==> src/rtl/rdp_pkg.sv <==
package rdp_pkg;
  typedef enum logic [1:0] {LVL0 = 2'd0, LVL1 = 2'd1, LVL2 = 2'd2} level_e;
  typedef enum logic [1:0] {CTX_USER = 2'd0, CTX_DEBUG = 2'd1, CTX_BOOTRAM = 2'd2, CTX_LOADER = 2'd3} ctx_e;
  typedef enum logic [1:0] {RG_MAIN = 2'd0, RG_OPT = 2'd1, RG_SYS = 2'd2, RG_BKP = 2'd3} region_e;

  typedef struct packed {
    logic grant;
    logic berr;
    logic pgerr;
  } verdict_t;
endpackage

==> src/rtl/rdp_level_decode.sv <==
module rdp_level_decode
  import rdp_pkg::*;
#(
  parameter int unsigned BYTE_W = 8,
  parameter logic [BYTE_W-1:0] OPEN_CODE = 8'hAA,
  parameter logic [BYTE_W-1:0] LOCK_CODE = 8'hCC
) (
  input  logic [BYTE_W-1:0] byte_i,
  input  logic [BYTE_W-1:0] cmp_i,
  output level_e            level_o
);
  localparam logic [BYTE_W-1:0] OPEN_CMP = ~OPEN_CODE;
  localparam logic [BYTE_W-1:0] LOCK_CMP = ~LOCK_CODE;

  logic open_hit, lock_hit;
  assign open_hit = (byte_i == OPEN_CODE) && (cmp_i == OPEN_CMP);
  assign lock_hit = (byte_i == LOCK_CODE) && (cmp_i == LOCK_CMP);

  // anything not an exact pair falls to the middle level
  always_comb begin
    if (open_hit)      level_o = LVL0;
    else if (lock_hit) level_o = LVL2;
    else               level_o = LVL1;
  end
endmodule

==> src/rtl/rdp_level_ctrl.sv <==
module rdp_level_ctrl
  import rdp_pkg::*;
(
  input  logic   clk_i,
  input  logic   rst_ni,
  input  logic   reload_i,
  input  level_e dec_level_i,
  output level_e level_o,
  output logic   wipe_o
);
  typedef enum logic {ST_IDLE, ST_WIPE} state_e;

  state_e state_q;
  level_e level_q;
  logic   loaded_q;
  logic   wipe_q;
  logic   lowering;

  assign lowering = loaded_q && (dec_level_i == LVL0) && (level_q != LVL0);

  always_ff @(posedge clk_i or negedge rst_ni) begin
    if (!rst_ni) begin
      state_q  <= ST_IDLE;
      level_q  <= LVL1;
      loaded_q <= 1'b0;
      wipe_q   <= 1'b0;
    end else begin
      case (state_q)
        ST_IDLE: begin
          if (reload_i) begin
            loaded_q <= 1'b1;
            if (lowering) begin
              state_q <= ST_WIPE;
              wipe_q  <= 1'b1;
            end else begin
              level_q <= dec_level_i;
            end
          end
        end
        default: begin
          wipe_q  <= 1'b0;
          level_q <= LVL0;
          state_q <= ST_IDLE;
        end
      endcase
    end
  end

  assign level_o = level_q;
  assign wipe_o  = wipe_q;

  p_level_hold_r3: assert property (@(posedge clk_i) disable iff (!rst_ni)
    (!reload_i && state_q == ST_IDLE) |=> $stable(level_q));

  p_wipe_then_open_r10: assert property (@(posedge clk_i) disable iff (!rst_ni)
    wipe_q |=> (level_q == LVL0) && !wipe_q);

  p_lower_waits_r10: assert property (@(posedge clk_i) disable iff (!rst_ni)
    (state_q == ST_IDLE && reload_i && loaded_q && level_q == LVL1 && dec_level_i == LVL0)
    |=> wipe_q && (level_q == LVL1));
endmodule

==> src/rtl/rdp_access_check.sv <==
module rdp_access_check
  import rdp_pkg::*;
#(
  parameter int unsigned OP_W = 2
) (
  input  level_e          level_i,
  input  ctx_e            ctx_i,
  input  region_e         region_i,
  input  logic [OP_W-1:0] op_i,
  output verdict_t        verdict_o
);
  logic restricted, is_read;

  assign restricted = (ctx_i != CTX_USER) && (level_i != LVL0);
  assign is_read    = (op_i == '0);

  always_comb begin
    verdict_o = '0;
    unique case (region_i)
      RG_SYS: begin
        if (is_read) verdict_o.grant = 1'b1;
        else         verdict_o.pgerr = 1'b1;
      end
      RG_MAIN: begin
        if (!restricted)  verdict_o.grant = 1'b1;
        else if (is_read) verdict_o.berr  = 1'b1;
        else              verdict_o.pgerr = 1'b1;
      end
      RG_OPT: begin
        if (level_i == LVL2 && !is_read) verdict_o.pgerr = 1'b1;
        else                             verdict_o.grant = 1'b1;
      end
      default: begin
        if (restricted) verdict_o.berr  = 1'b1;
        else            verdict_o.grant = 1'b1;
      end
    endcase
  end
endmodule

==> src/rtl/rdp_guard.sv <==
module rdp_guard
  import rdp_pkg::*;
#(
  parameter int unsigned BYTE_W = 8,
  parameter int unsigned OP_W   = 2,
  parameter logic [BYTE_W-1:0] OPEN_CODE = 8'hAA,
  parameter logic [BYTE_W-1:0] LOCK_CODE = 8'hCC
) (
  input  logic              clk_i,
  input  logic              rst_ni,
  input  logic [BYTE_W-1:0] opt_byte_i,
  input  logic [BYTE_W-1:0] opt_cmp_i,
  input  logic              reload_i,
  input  logic              req_i,
  input  logic [1:0]        ctx_i,
  input  logic [1:0]        region_i,
  input  logic [OP_W-1:0]   op_i,
  input  logic              pgerr_clr_i,
  output logic              rsp_vld_o,
  output logic              gnt_o,
  output logic              berr_o,
  output logic              fault_o,
  output logic              pgerr_o,
  output logic              mass_erase_o,
  output logic              bkp_rst_o,
  output logic              debug_en_o,
  output logic [1:0]        level_o
);
  level_e   dec_level, act_level;
  logic     wipe;
  verdict_t verdict;

  rdp_level_decode #(
    .BYTE_W(BYTE_W), .OPEN_CODE(OPEN_CODE), .LOCK_CODE(LOCK_CODE)
  ) u_decode (
    .byte_i (opt_byte_i),
    .cmp_i  (opt_cmp_i),
    .level_o(dec_level)
  );

  rdp_level_ctrl u_ctrl (
    .clk_i      (clk_i),
    .rst_ni     (rst_ni),
    .reload_i   (reload_i),
    .dec_level_i(dec_level),
    .level_o    (act_level),
    .wipe_o     (wipe)
  );

  rdp_access_check #(.OP_W(OP_W)) u_check (
    .level_i  (act_level),
    .ctx_i    (ctx_e'(ctx_i)),
    .region_i (region_e'(region_i)),
    .op_i     (op_i),
    .verdict_o(verdict)
  );

  logic rsp_q, gnt_q, berr_q, pgerr_q;

  always_ff @(posedge clk_i or negedge rst_ni) begin
    if (!rst_ni) begin
      rsp_q   <= 1'b0;
      gnt_q   <= 1'b0;
      berr_q  <= 1'b0;
      pgerr_q <= 1'b0;
    end else begin
      rsp_q  <= req_i;
      gnt_q  <= req_i && verdict.grant;
      berr_q <= req_i && verdict.berr;
      // new error wins over a concurrent clear
      if (req_i && verdict.pgerr) pgerr_q <= 1'b1;
      else if (pgerr_clr_i)       pgerr_q <= 1'b0;
    end
  end

  assign rsp_vld_o    = rsp_q;
  assign gnt_o        = gnt_q;
  assign berr_o       = berr_q;
  assign fault_o      = berr_q;
  assign pgerr_o      = pgerr_q;
  assign mass_erase_o = wipe;
  assign bkp_rst_o    = wipe;
  assign debug_en_o   = (act_level != LVL2);
  assign level_o      = act_level;

  p_berr_refused_r6: assert property (@(posedge clk_i) disable iff (!rst_ni)
    berr_o |-> rsp_vld_o && !gnt_o);

  p_restricted_read_r6: assert property (@(posedge clk_i) disable iff (!rst_ni)
    (req_i && ctx_i != 2'd0 && act_level != LVL0 && region_i == 2'd0 && op_i == '0)
    |=> berr_o && !gnt_o);

  p_restricted_write_r7: assert property (@(posedge clk_i) disable iff (!rst_ni)
    (req_i && ctx_i != 2'd0 && act_level != LVL0 && region_i == 2'd0 && op_i != '0)
    |=> pgerr_o && !gnt_o && !berr_o);

  p_sys_no_write_r8: assert property (@(posedge clk_i) disable iff (!rst_ni)
    (req_i && region_i == 2'd2 && op_i != '0) |=> !gnt_o && pgerr_o);

  p_pgerr_sticky_r9: assert property (@(posedge clk_i) disable iff (!rst_ni)
    (pgerr_o && !pgerr_clr_i) |=> pgerr_o);

  p_lock_opt_r11: assert property (@(posedge clk_i) disable iff (!rst_ni)
    (req_i && act_level == LVL2 && region_i == 2'd1 && op_i != '0) |=> !gnt_o && pgerr_o);

  p_open_grant_r4: assert property (@(posedge clk_i) disable iff (!rst_ni)
    (req_i && act_level == LVL0 && region_i != 2'd2) |=> gnt_o);
endmodule

==> config.mk <==
export PLATFORM = sky130hd
export DESIGN_NAME = rdp_guard
export DESIGN_NICKNAME = d
export VERILOG_FILES = /design/src/rtl/rdp_pkg.sv /design/src/rtl/rdp_level_decode.sv /design/src/rtl/rdp_level_ctrl.sv /design/src/rtl/rdp_access_check.sv /design/src/rtl/rdp_guard.sv
export SDC_FILE = /design/constraint.sdc
export NUM_CORES = 1
export LEC_CHECK = 0
export CAP_MARGIN = 30
export CORE_ASPECT_RATIO = 1.2
export CORE_MARGIN = 10
export CORE_UTILIZATION = 35
export CTS_BUF_LIST = sky130_fd_sc_hd__clkbuf_4 sky130_fd_sc_hd__clkbuf_8 sky130_fd_sc_hd__clkbuf_16
export CTS_CLUSTER_SIZE = 20
export DETAILED_ROUTE_END_ITERATION = 12
export HOLD_SLACK_MARGIN = 0.12
export PLACE_DENSITY = 0.77
export SKIP_CTS_REPAIR_TIMING = 1
export SLEW_MARGIN = 20
export SYNTH_ARGS = -nofsm -noshare
export SYNTH_HDL_FRONTEND = slang
export SYNTH_HIERARCHICAL = 1
export SYNTH_SLANG_ARGS = --single-unit
==> constraint.sdc <==
create_clock -name clk_i -period 1.48 [get_ports clk_i]
set_clock_uncertainty 0.2 [all_clocks]
set_input_delay 0.444 -clock clk_i [delete_from_list [all_inputs] [get_ports clk_i]]
set_output_delay 0.444 -clock clk_i [all_outputs]
set_load 0.02 [all_outputs]
* Word level (Yosys, flattened, before mapping) *
Index checks and enable logic that the tools add are counted.

word-level totals
  memory bits (writable) = 0
  bits in latches = 0
  memories = 0
  input bits = 27
  bits in read-only memories = 0
  output and inout port bits = 10
  bits in registers = 9

cells by class
  order comparisons = 0
  eq/ne operators = 9
  multiply operators = 0
  div/mod/pow operators = 0
  multiplexer cells = 23
  reduce and logical (&&, ||, !) cells = 22
  bitwise logic cells = 1
  shifts and indexed selects = 0
  add/sub/neg operators = 0

operator list
  kind                count
  $eq 8x8->1 const B  2
  $mux 1              14
  $mux 2              6
  $reduce_bool 2->1   5
  $logic_and 1x1->1   9
  $eq 8x6->1 const B  1
  $eq 8x7->1 const B  1
  $logic_not 2->1     3
  $reduce_and 2->1    3
  $eq 2x2->1 const B  2
  $pmux 1 s2          2
  $pmux 1 s3          1
  $eq 2x1->1 const B  1
  $ne 2x1->1 const B  1
  $ne 2x2->1 const B  1
  $reduce_or 2->1     1
  $logic_not 1->1     1
  $not 1->1           1

* Depth between registers and ports, before layout *
  depth in word-level cells = 10
  mapped depth = 6

* By module *
Netlist, hierarchy kept.

by module, submodules not included
  module            area each (sq um)  seq. area each (sq um)  cells each  times used
  rdp_level_ctrl    216.5              126.4                   18          1
  rdp_guard         150.1              100.1                   12          1
  rdp_access_check  130.1              0.0                     19          1
  rdp_level_decode  78.8               0.0                     11          1

* Least setup slack after synthesis *
Ideal clock, no wire load.

  path type = input to register
  start = input opt_cmp_i[6]
  end = register u_ctrl.level_q[1] (netlist: u_ctrl/level_o[1])
  library setup time = 77 ps
  stages on the path = 5
  arrival = 1254 ps
  path buffers = 0
  slack = -52 ps
  cells stage by stage = and4bb_1 nand4_1 a21o_1 nand3b_1 a21oi_1

on the way
  longest elaborated chain between the ends = 9
  elaborated cells on any way between the ends = 14
  those cells by class = 3 x eq/ne; 5 x mux; 6 x reduce/logical

ends and longest elaborated chain
  element                                line                    source
  from (decl)                            rdp_guard.sv:12         input logic [BYTE_W-1:0] opt_cmp_i,
  $eq 8x6->1                             rdp_level_decode.sv:17  assign lock_hit = (byte_i == LOCK_CODE) && (cmp_i == LOCK_CMP);
  $logic_and 1x1->1                      rdp_level_decode.sv:17
  $mux 2                                 rdp_level_decode.sv:22  else if (lock_hit) level_o = LVL2;
  $mux 2 (*)                             rdp_level_decode.sv:21  if (open_hit) level_o = LVL0;
  named net dec_level[0]                 rdp_guard.sv:29         level_e dec_level, act_level;
  $logic_not 2->1 (*)                    rdp_level_ctrl.sv:19    assign lowering = loaded_q && (dec_level_i == LVL0) && (level_q != LVL0);
  $logic_and 1x1->1 (*) (2 in series)    rdp_level_ctrl.sv:19
  $ne 2x1->1 (no source line) (*)        --
  $reduce_and 2->1 (no source line) (*)  --
  to (signal assigned)                   rdp_level_ctrl.sv:36    level_q <= dec_level_i;
  to (decl)                              rdp_level_ctrl.sv:14    level_e level_q;

Mark *: on every way through the listed nets, which the timed path passes. The rest lies on a longest branch. The select of a mux whose other input is x is not followed.
A chain may end at the register's enable or synchronous reset.

* Final worst setup path *
  start = register u_ctrl.level_q[0] (netlist: u_ctrl/level_o[0])
  end = output debug_en_o

on the way
  longest elaborated chain between the ends = 1

ends and longest elaborated chain
  element     line             source
  $ne 2x2->1  rdp_guard.sv:83  assign debug_en_o = (act_level != LVL2);
  to (decl)   rdp_guard.sv:26  output logic debug_en_o,

Every way passes these cells.

==> flow_metrics.py <==
metrics = {
    "die": {
        "chipWidth_um": 57.0,
        "die_h_um": 64.4,
        "start_util_pct": 35.9,
        "rows": 16,
        "core_um2": 1600,
        "ios": 37,
        "fp.dieArea_um2": 3670,
    },
    "yosys": {
        "syn_inst": 60,
        "synth_warnings": 6,
        "yosys.cell_count.top_type": "dfrtp_1",
        "synth.net_count": 91,
        "yosysTopAreaCell": "dfrtp_1",
        "syn-cell-area_um2": 576,
        "ys_types": 26,
        "synth_flop_cell": "dfrtp_1",
        "synth_common_cells": "8 x dfrtp_1, 7 x nor2_1, 6 x inv_1",
        "ys_seq_area_share_pct": 39.3,
        "synth_area_per_cell_um2": 9.59,
        "synthArstFlopShare_pct": 100,
        "synth_top_cell_area_share_pct": 34.8,
        "synth-edff-count": 0,
        "ys_seq_elements": 9,
        "synthTopCellsByArea": "dfrtp_1 35%, ha_1 8.7%, and4bb_1 6.5%, dfstp_2 4.6%, nor2_1 4.6%",
    },
    "setup_path": {
        "critical-path-max-stage-delay_ns": 0.54,
        "slowest_stage": "dfstp_2",
        "rr_worst_depth": 7,
        "cp-start-kind": "flip-flop",
        "criticalPathCategory": "flip-flop to output pin",
        "worstSetupEndpointType": "output pin",
        "crit_required_ns": 0.84,
        "path_cells": "nand2b_4 -> buf_6",
        "rr_endpoint": "pgerr_o$_DFFE_PN0P_",
        "critical_path_arrival_ns": 1.04,
        "reg2reg_slack_ns": -0.02,
        "reg2reg_from": "u_ctrl/level_o[0]$_DFFE_PN1P_",
        "cp_max_fo": 3,
    },
    "status": {
        "violations": "negative setup slack",
        "status": "complete, but fails checks",
    },
    "sta": {
        "period_share_pct": 114,
        "slew-limit-headroom_pct": 83.8,
        "setup_viol": 6,
        "tightest_slew_ns": 0.243,
        "max_freq_mhz": 593,
        "finalWorstSetupSlack_ns": -0.205,
        "rsz0062_at_grt": "true",
        "drv_slew": 0,
        "layout_min_cycle_time_ns": 1.69,
        "hold_violations": 0,
    },
    "power": {
        "total_power_uw": 618,
        "p_int_uw": 460,
        "pwr-share-seq_pct": 41.5,
        "swShare_pct": 25.6,
        "ir_drop_uv": 447,
        "p_clk_share_pct": 34.8,
        "p_comb_share_pct": 23.7,
        "power_leakage_uw": 0.000622,
        "p_switching_uw": 159,
        "pwr_density_cell_nw_per_um2": 573,
    },
    "route": {
        "firstDrtPassIters": 4,
        "vias_per_cell": 5.07,
        "drc": 0,
        "ant_nets": 0,
        "wl_per_cell_um": 16.3,
        "vias": 624,
        "dr.first_iter.drc_count": 14,
        "totalWireLength_mm": 2.00,
    },
    "layout": {
        "utilization_pct": 67.4,
        "regArea_um2": 226,
        "multi_input_area_um2": 378,
        "final_area_um2": 1080,
        "layout-drive-gt1-share_pct": 38.1,
        "final_nets": 137,
        "nFillCells": 140,
        "n_antenna_cell": 0,
        "syn2layout_area_growth_pct": 87.6,
        "fin_cells": 123,
    },
    "placed_design": {
        "dp.final_hpwl_mm": 1.52,
        "pre_cts_slack_ns": -0.563,
        "gp_congestion": 0.757,
        "placed_area_um2": 981,
        "portBuffers": 36,
        "numPlacedInstances": 117,
    },
    "global_route": {
        "grt_pass1_wl_mm": 2.95,
        "grt_pass1_vias": 659,
        "grt_use_total_pct": 9.85,
        "antenna_found_initial": 0,
        "grt_max_degree": 8,
        "grt-ovfl-total": 0,
    },
    "clock_network": {
        "cts_root_buf": "clkbuf_4",
        "cts_buffers": 3,
        "clkTransAtPathRegs_ns": 0.07,
        "cts_buffer_depth": 2,
        "cts_max_level": 1,
        "cts_sinks": 9,
        "cts_tree": "done",
        "clkLatencyLatePin_ns": 0.27,
    },
    "min_path": {
        "hold_path.class": "input pin to async pin",
    },
    "flow_run": {
        "cap_violations": 0,
    },
}
per-layer routing:
| layer | global-route usage, % | routed length, um | vias to the layer above |
|---|---|---|---|
| met5 | 0 | 0 | - |
| met4 | 2.65 | 22 | 0 |
| met3 | 5.07 | 168 | 3 |
| met2 | 17.8 | 1170 | 23 |
| met1 | 9.55 | 646 | 295 |
| li1 | - | - | 303 |
cell type report:
class                      instances  area share (%)
sequential                         9            21.0
tap                               18            2.09
clock buffer                       4            2.78
inverter                           6            2.09
timing repair buffer              43            37.1
multi-input combinational         43            35.0
worst max path at each step:
stage               slack, ns                       endpoint                     startpoint
floorplan               -0.04  u_ctrl/level_o[1]$_DFFE_PN0P_                   opt_cmp_i[6]
global placement        -0.52      u_ctrl/wipe_o$_DFFE_PN0P_                   opt_cmp_i[7]
detailed placement      -0.56      u_ctrl/wipe_o$_DFFE_PN0P_                   opt_cmp_i[7]
CTS                     -0.68                     debug_en_o  u_ctrl/level_o[0]$_DFFE_PN1P_
global route            -0.24                     debug_en_o  u_ctrl/level_o[0]$_DFFE_PN1P_
finish                  -0.21                     debug_en_o  u_ctrl/level_o[0]$_DFFE_PN1P_
worst max-delay path, delay by kind of cell, from the launching register on:
family | cells | cell delay, ns
AND/OR/NAND/NOR | 1 | 0.12
flip-flops | 1 | 0.54
buffers and inverters | 1 | 0.11
cell families after synthesis:
logic type | Yosys count | synth area share [%]
AND/OR/NAND/NOR | 24 | 26.5
adder cells (fa/ha/maj) | 4 | 8.70
flip-flops | 9 | 39.3
buffers and inverters | 8 | 6.52
multiplexers | 2 | 3.48
AO/OA/AOI/OAI | 13 | 15.4
state kept, by name, indices dropped and copies added (netlist names):
register,cells
rsp_vld_o,1
u_ctrl/loaded_q,1
pgerr_o,1
gnt_o,1
u_ctrl/state_q,1
u_ctrl/level_o,2
berr_o,1
u_ctrl/wipe_o,1
power by group through the flow:
stage / registers [uW] / clock network [uW] / logic (uW)
2_1_floorplan: 271 / 0 / 36.3
3_3_place_gp: 261 / 0 / 149
5_1_grt: 258 / 235 / 163
6_report: 257 / 215 / 147
3_5_place_dp: 261 / 0 / 153
4_1_cts: 257 / 213 / 153
cell usage in the layout, fill, tap and decap left out, types with 4 or more instances in the layout:
cell type / instances
clkdlybuf4s50_1: 8
buf_6: 4
buf_4: 6
inv_1: 5
dlymetal6s2s_1: 14
clkbuf_2: 10
dfrtp_1: 8
clkbuf_4: 4
nor2_1: 6
through the flow:
step                hold WS, ns  setup TNS [ns]
floorplan               -0.0516         -0.0795
global placement          0.268           -4.73
detailed placement        0.290           -5.03
CTS                       0.162           -5.94
global route              0.156          -0.848
finish                    0.155          -0.482
(Power assumes the default switching activity.)
